`config.mk`:
```
export PLATFORM = sky130hd
export DESIGN_NAME = phy_reg_bridge
export DESIGN_NICKNAME = d
export VERILOG_FILES = /design/src/rtl/phybr_pkg.sv /design/src/rtl/cmd_decode.sv /design/src/rtl/settle_timer.sv /design/src/rtl/phy_port_fanout.sv /design/src/rtl/phy_reg_bridge.sv
export SDC_FILE = /design/constraint.sdc
export NUM_CORES = 1
export LEC_CHECK = 0
export BUFFER_PORTS_ARGS = -buffer_cell sky130_fd_sc_hd__buf_2
export CAP_MARGIN = 25
export CELL_PAD_IN_SITES_DETAIL_PLACEMENT = 1
export CELL_PAD_IN_SITES_GLOBAL_PLACEMENT = 2
export CORE_MARGIN = 5
export CORE_UTILIZATION = 33
export CTS_CLUSTER_DIAMETER = 100
export DETAILED_ROUTE_END_ITERATION = 10
export PLACE_DENSITY_LB_ADDON = 0.1
export SYNTH_ARGS = -nofsm -noshare
export SYNTH_HDL_FRONTEND = slang
export SYNTH_HIERARCHICAL = 1
export SYNTH_SLANG_ARGS = --single-unit
```
`constraint.sdc`:
```
create_clock -name clk -period 2.79 [get_ports clk]
set_input_delay 0 -clock clk [delete_from_list [all_inputs] [get_ports clk]]
set_output_delay 0 -clock clk [all_outputs]
set_load 0.1 [all_outputs]
```
`src/rtl/phybr_pkg.sv`:
```
package phybr_pkg;
    localparam int REG_ADDR_W = 16;
    localparam int BYTE_W     = 8;
    localparam int SEL_W      = 7;
    localparam int CMD_W      = 1 + SEL_W + BYTE_W + REG_ADDR_W;

    // Field order is the host-visible word layout (bit 31 down to bit 0).
    typedef struct packed {
        logic                  is_write;
        logic [SEL_W-1:0]      sel;
        logic [BYTE_W-1:0]     byte_val;
        logic [REG_ADDR_W-1:0] addr;
    } cmd_t;

    typedef struct packed {
        cmd_t              cmd;
        logic [BYTE_W-1:0] rd_byte;
        logic              sel_ok;
    } bridge_state_t;
endpackage

```
`src/rtl/cmd_decode.sv`:
```
module cmd_decode
    import phybr_pkg::*;
#(
    parameter int NUM_PHY = 2
) (
    input  logic [CMD_W-1:0] word,
    output cmd_t             cmd,
    output logic             sel_ok
);
    always_comb begin
        cmd    = cmd_t'(word);
        sel_ok = (int'(cmd.sel) < NUM_PHY);
    end
endmodule

```
`src/rtl/settle_timer.sv`:
```
module settle_timer #(
    parameter int SETTLE_CYC = 42500
) (
    input  logic clk,
    input  logic rst_n,
    input  logic start,
    output logic active,
    output logic first,
    output logic last
);
    localparam int CNT_W = (SETTLE_CYC > 1) ? $clog2(SETTLE_CYC) : 1;
    localparam logic [CNT_W-1:0] LAST_CNT = CNT_W'(SETTLE_CYC - 1);

    typedef struct packed {
        logic             act;
        logic [CNT_W-1:0] cnt;
    } tmr_t;

    tmr_t tmr_d, tmr_q;

    always_comb begin
        tmr_d = tmr_q;
        if (tmr_q.act) begin
            if (tmr_q.cnt == LAST_CNT) begin
                tmr_d.act = 1'b0;
                tmr_d.cnt = '0;
            end else begin
                tmr_d.cnt = tmr_q.cnt + 1'b1;
            end
        end else if (start) begin
            tmr_d.act = 1'b1;
            tmr_d.cnt = '0;
        end
    end

    always_ff @(posedge clk or negedge rst_n) begin
        if (!rst_n) tmr_q <= '0;
        else        tmr_q <= tmr_d;
    end

    assign active = tmr_q.act;
    assign first  = tmr_q.act && (tmr_q.cnt == '0);
    assign last   = tmr_q.act && (tmr_q.cnt == LAST_CNT);


    cnt_range_chk: assert property (@(posedge clk) disable iff (!rst_n)
        tmr_q.act |-> (int'(tmr_q.cnt) < SETTLE_CYC));


    idle_cnt_zero_chk: assert property (@(posedge clk) disable iff (!rst_n)
        !tmr_q.act |-> (tmr_q.cnt == '0));
endmodule

```
`src/rtl/phy_port_fanout.sv`:
```
module phy_port_fanout
    import phybr_pkg::*;
#(
    parameter int NUM_PHY = 2,
    localparam int IDX_W = (NUM_PHY > 1) ? $clog2(NUM_PHY) : 1
) (
    input  logic                          en,
    input  logic [IDX_W-1:0]              sel_idx,
    input  logic                          is_write,
    input  logic                          first,
    input  logic [REG_ADDR_W-1:0]         addr,
    input  logic [BYTE_W-1:0]             wbyte,
    output logic [NUM_PHY*REG_ADDR_W-1:0] phy_addr,
    output logic [NUM_PHY*BYTE_W-1:0]     phy_wdata,
    output logic [NUM_PHY-1:0]            phy_we,
    output logic [NUM_PHY-1:0]            phy_rd,
    input  logic [NUM_PHY*BYTE_W-1:0]     phy_rdata,
    output logic [BYTE_W-1:0]             rbyte
);
    for (genvar g = 0; g < NUM_PHY; g++) begin : g_port
        logic hit;
        assign hit = en && (sel_idx == IDX_W'(g));
        assign phy_addr[g*REG_ADDR_W +: REG_ADDR_W] = hit ? addr  : '0;
        assign phy_wdata[g*BYTE_W +: BYTE_W]        = hit ? wbyte : '0;
        assign phy_we[g] = hit && is_write && first;
        assign phy_rd[g] = hit && !is_write;
    end

    always_comb begin
        rbyte = '0;
        for (int i = 0; i < NUM_PHY; i++) begin
            if (sel_idx == IDX_W'(i)) rbyte = phy_rdata[i*BYTE_W +: BYTE_W];
        end
    end
endmodule

```
`src/rtl/phy_reg_bridge.sv`:
```
module phy_reg_bridge
    import phybr_pkg::*;
#(
    parameter int NUM_PHY    = 2,
    parameter int SETTLE_CYC = 42500
) (
    input  logic                          clk,
    input  logic                          rst_n,
    input  logic                          host_wr,
    input  logic [31:0]                   host_wdata,
    output logic [31:0]                   host_rdata,
    output logic                          busy,
    output logic [NUM_PHY*REG_ADDR_W-1:0] phy_addr,
    output logic [NUM_PHY*BYTE_W-1:0]     phy_wdata,
    output logic [NUM_PHY-1:0]            phy_we,
    output logic [NUM_PHY-1:0]            phy_rd,
    input  logic [NUM_PHY*BYTE_W-1:0]     phy_rdata
);
    localparam int IDX_W = (NUM_PHY > 1) ? $clog2(NUM_PHY) : 1;

    bridge_state_t st_d, st_q;
    cmd_t          new_cmd;
    logic          new_ok;
    logic          t_active, t_first, t_last, accept;
    logic [BYTE_W-1:0] rbyte;
    logic [IDX_W-1:0]  sel_idx;

    cmd_decode #(.NUM_PHY(NUM_PHY)) u_dec (
        .word   (host_wdata),
        .cmd    (new_cmd),
        .sel_ok (new_ok)
    );

    assign accept = host_wr && !t_active;

    settle_timer #(.SETTLE_CYC(SETTLE_CYC)) u_tmr (
        .clk    (clk),
        .rst_n  (rst_n),
        .start  (accept),
        .active (t_active),
        .first  (t_first),
        .last   (t_last)
    );

    assign sel_idx = st_q.cmd.sel[IDX_W-1:0];

    phy_port_fanout #(.NUM_PHY(NUM_PHY)) u_fan (
        .en        (t_active && st_q.sel_ok),
        .sel_idx   (sel_idx),
        .is_write  (st_q.cmd.is_write),
        .first     (t_first),
        .addr      (st_q.cmd.addr),
        .wbyte     (st_q.cmd.byte_val),
        .phy_addr  (phy_addr),
        .phy_wdata (phy_wdata),
        .phy_we    (phy_we),
        .phy_rd    (phy_rd),
        .phy_rdata (phy_rdata),
        .rbyte     (rbyte)
    );

    always_comb begin
        st_d = st_q;
        if (accept) begin
            st_d.cmd     = new_cmd;
            st_d.sel_ok  = new_ok;
            st_d.rd_byte = '0;
        end else if (t_last && !st_q.cmd.is_write && st_q.sel_ok) begin
            st_d.rd_byte = rbyte;
        end
    end

    always_ff @(posedge clk or negedge rst_n) begin
        if (!rst_n) st_q <= '0;
        else        st_q <= st_d;
    end

    assign busy       = t_active;
    assign host_rdata = {st_q.cmd.is_write, st_q.cmd.sel,
                         st_q.cmd.is_write ? st_q.cmd.byte_val : st_q.rd_byte,
                         st_q.cmd.addr};


    we_single_pulse_chk: assert property (@(posedge clk) disable iff (!rst_n)
        (|phy_we) |=> (phy_we == '0));


    strobe_onehot_chk: assert property (@(posedge clk) disable iff (!rst_n)
        $onehot0(phy_we | phy_rd));


    idle_quiet_chk: assert property (@(posedge clk) disable iff (!rst_n)
        !busy |-> ((phy_we | phy_rd) == '0));


    bad_sel_quiet_chk: assert property (@(posedge clk) disable iff (!rst_n)
        (busy && !st_q.sel_ok) |-> ((phy_we | phy_rd) == '0));


    rd_ends_with_busy_chk: assert property (@(posedge clk) disable iff (!rst_n)
        ((|$past(phy_rd)) && (phy_rd == '0)) |-> !busy);


    readback_hold_chk: assert property (@(posedge clk) disable iff (!rst_n)
        (busy && $past(busy)) |-> $stable(host_rdata));
endmodule

```
==> impl_metrics.csv <==
group,metric,value,unit
floorplanning,io_pins,136,
logic_synthesis,syn_area,3920,um2
route,wl_met2,5.44,mm
timing,rsz0062_at_grt,"no",
timing,max_freq,452,MHz
clock_network,cts.path.max_buffers,2,
power,ir_drop,0.541,mV
route,met3_length,593,um
critical_path,crit_fanout,8,
logic_synthesis,synth.most_common_cell,"dfrtp_1",
grt,antenna_found_initial,0,
placed_design,post-place-cells,577,
power,switching_share,52.7,%
placed_design,dp_hpwl,7.98,mm
route,drt-met1-wl,5.22,mm
floorplanning,start_util,34.0,%
timing,finalHoldViolCount,0,
clock_network,clk_pin_slew,0.06,ns
timing,whs,0.0586,ns
route,wl_per_cell,18.2,um
final_layout,final_cells,627,
logic_synthesis,syn_inst,378,
placed_design,io_buffers,135,
final_layout,nFillCells,1239,
critical_path,arrival,2.46,ns
logic_synthesis,yosys.area.top_type_share,37.0,%
logic_synthesis,ys_seq_area_share,37.0,%
route,postRouteAntennaNets,0,
critical_path,endpoint_kind,"register",
placed_design,gp_congestion,0.788,
logic_synthesis,synth.area.top_cells,"dfrtp_1 37%, mux2_4 15%, buf_4 11%",
logic_synthesis,synth-edff-count,0,
timing,tns,0,ns
grt,grt_pass1_vias,3355,
power,power_density,1100,nW/um2
logic_synthesis,synth_top_cell_by_area,"dfrtp_1",
timing,tightest_slew,0.931,ns
final_layout,fin_util,49.6,%
timing,drv_slew,0,
clock_network,clock_latency,0.33,ns
power,power_frac_clock,21.0,%
critical_path,crit_path_start_kind,"register",
logic_synthesis,ys.flop_type,"dfrtp_1",
status,status,"finished clean",
logic_synthesis,ys_types,45,
grt,grt_pass1_wl,18.6,mm
route,drtIter0Drc,190,
logic_synthesis,ys_ff_latch,58,
power,pwr-share-seq,27.2,%
grt,grt_max_degree,63,
timing,skew,0.00667,ns
clock_network,cts_root_buffer,"clkbuf_16",
job,maxCapViolations,0,
timing,period_share,79.3,%
final_layout,nets,532,
floorplanning,die_area,14200,um2
timing,setup_viol,0,
timing,maxSlewHeadroom,38.0,%
clock_network,h-tree-depth,3,
floorplanning,dieWidth,119,um
critical_path,critPathRequiredTime,3.04,ns
route,avgViaCountPerCell,4.98,
grt,grtUsageTotal,16.4,%
grt,grt-ovfl-total,0,
final_layout,antenna_cells,0,
clock_network,cts_inserted_buffers,9,
power,p_switching,0.00331,W
critical_path,cp_cell_sequence,"nor4_1 > nand4_1 > nor3b_1 > and3b_1 > nand2_1 > a21oi_1",
route,drtPass1Iterations,4,
min_path,hp-class,"in2reg",
floorplanning,dieHeight,119,um
logic_synthesis,yosysWarnings,6,
logic_synthesis,synth_nets,431,
timing,fin_crit,2.21,ns
route,dr_total_vias,3125,
logic_synthesis,async_flop_share,100,%
critical_path,critPathMaxStageDelay,0.46,ns
floorplanning,core,11500,um2
route,drt-total-wl,11.4,mm
logic_synthesis,synth_common_cells,"58 x dfrtp_1, 57 x buf_4, 39 x mux2_4, 33 x nand2_1",
route,drc_errors,0,
clock_network,cts_tree,"yes",
power,power_leakage,2.73,nW
critical_path,path_class,"reg2reg",
logic_synthesis,synth.avg_cell_area,10.4,um2
clock_network,cts_sinks,58,
final_layout,drive_gt1_share,44.6,%
power,intPower,0.00298,W
final_layout,area_growth,45.8,%
critical_path,cp_slowest_cell,"nor3b_1",
power,comb_power_share,51.8,%
route,top_layer,"met4",
floorplanning,placementRows,39,
final cells by class:
| type | instances | area [um2] | share of cell area [%] |
|---|---|---|---|
| Clock buffer | 10 | 239 | 4.18 |
| Clock inverter | 6 | 113 | 1.97 |
| Inverter | 7 | 26.3 | 0.460 |
| Multi-Input combinational cell | 228 | 1850 | 32.4 |
| Sequential cell | 58 | 1450 | 25.4 |
| Tap cell | 143 | 179 | 3.13 |
| Timing Repair Buffer | 175 | 1850 | 32.4 |
critical path: cells and delay by family (launching register included):
kind               cells  cell delay [ns]
and+or+nand+nor        5             1.54
AOI/OAI and AO/OA      1             0.14
DFF                    1             0.45
registers in the layout, summed over array words and instances (netlist names):
signal,flops
host_rdata,24
st_q,17
u_tmr/active,1
u_tmr/tmr_q,16
what timing repair did:
| item | CTS | global route |
|---|---|---|
| hold buffers | 33 | 0 |
| setup buffers | 0 | 0 |
| endpoints found under the hold margin | 53 | 0 |
| gates resized for setup | 0 | 0 |
cell families (layout without fill, tap and decap cells):
kind of cell,after synthesis,in the layout,synth area share (%)
simple gates,138,138,22.3
buf+inv,92,198,15.9
flops,58,58,37.0
mux,50,50,18.1
compound gates,38,38,6.03
fa+ha+maj,2,2,0.638
power by group through the flow:
stage | clock network, W | registers (W) | logic, W
floorplan | 0 | 0.00143 | 0.00322
global placement | 0 | 0.00170 | 0.00321
finish | 0.00132 | 0.00171 | 0.00325
global route | 0.00138 | 0.00180 | 0.00337
detailed placement | 0 | 0.00173 | 0.00322
CTS | 0.00135 | 0.00172 | 0.00327
placed cells by master (no fill, tap or decap), types with 11 or more instances in the layout:
cell type      instances
nand2_1               33
buf_2                 83
and3b_1               26
dlygate4sd3_1         33
nand4_1               11
and3_1                26
buf_12                53
mux2_4                39
a31oi_1               11
dfrtp_1               57
layer usage:
| layer | track usage [%] | up-vias |
|---|---|---|
| met5 | 0 | - |
| met4 | 5.50 | 0 |
| met3 | 4.27 | 12 |
| met2 | 27.3 | 96 |
| met1 | 20.7 | 1526 |
| li1 | - | 1491 |
path summary, 6_finish.rpt:
path | startpoint | end | slack [ns] | cells past startpoint
min | phy_rdata[0] | st_q[1]$_DFFE_PN0P_ | 0.06 | 4
max in group asynchronous | rst_n | st_q[8]$_DFFE_PN0P_ | 1.72 | 3
max reg2reg | u_tmr/tmr_q[4]$_DFFE_PN0P_ | st_q[6]$_DFFE_PN0P_ | 0.58 | 6
min in group asynchronous | rst_n | host_rdata[25]$_DFFE_PN0P_ | 0.18 | 2
min reg2reg | host_rdata[30]$_DFFE_PN0P_ | host_rdata[30]$_DFFE_PN0P_ | 0.51 | 1
max | u_tmr/tmr_q[4]$_DFFE_PN0P_ | st_q[6]$_DFFE_PN0P_ | 0.58 | 6
metrics by stage:
stage	power [W]	setup slack [ns]	area [um2]
6_report	0.00629	0.578	5710
5_1_grt	0.00655	0.408	5710
4_1_cts	0.00633	0.551	5700
3_5_place_dp	0.00495	0.554	5020
3_3_place_gp	0.00490	0.656	5020
2_1_floorplan	0.00466	0.154	3920
No activity file was read; power rests on OpenSTA's default activity.
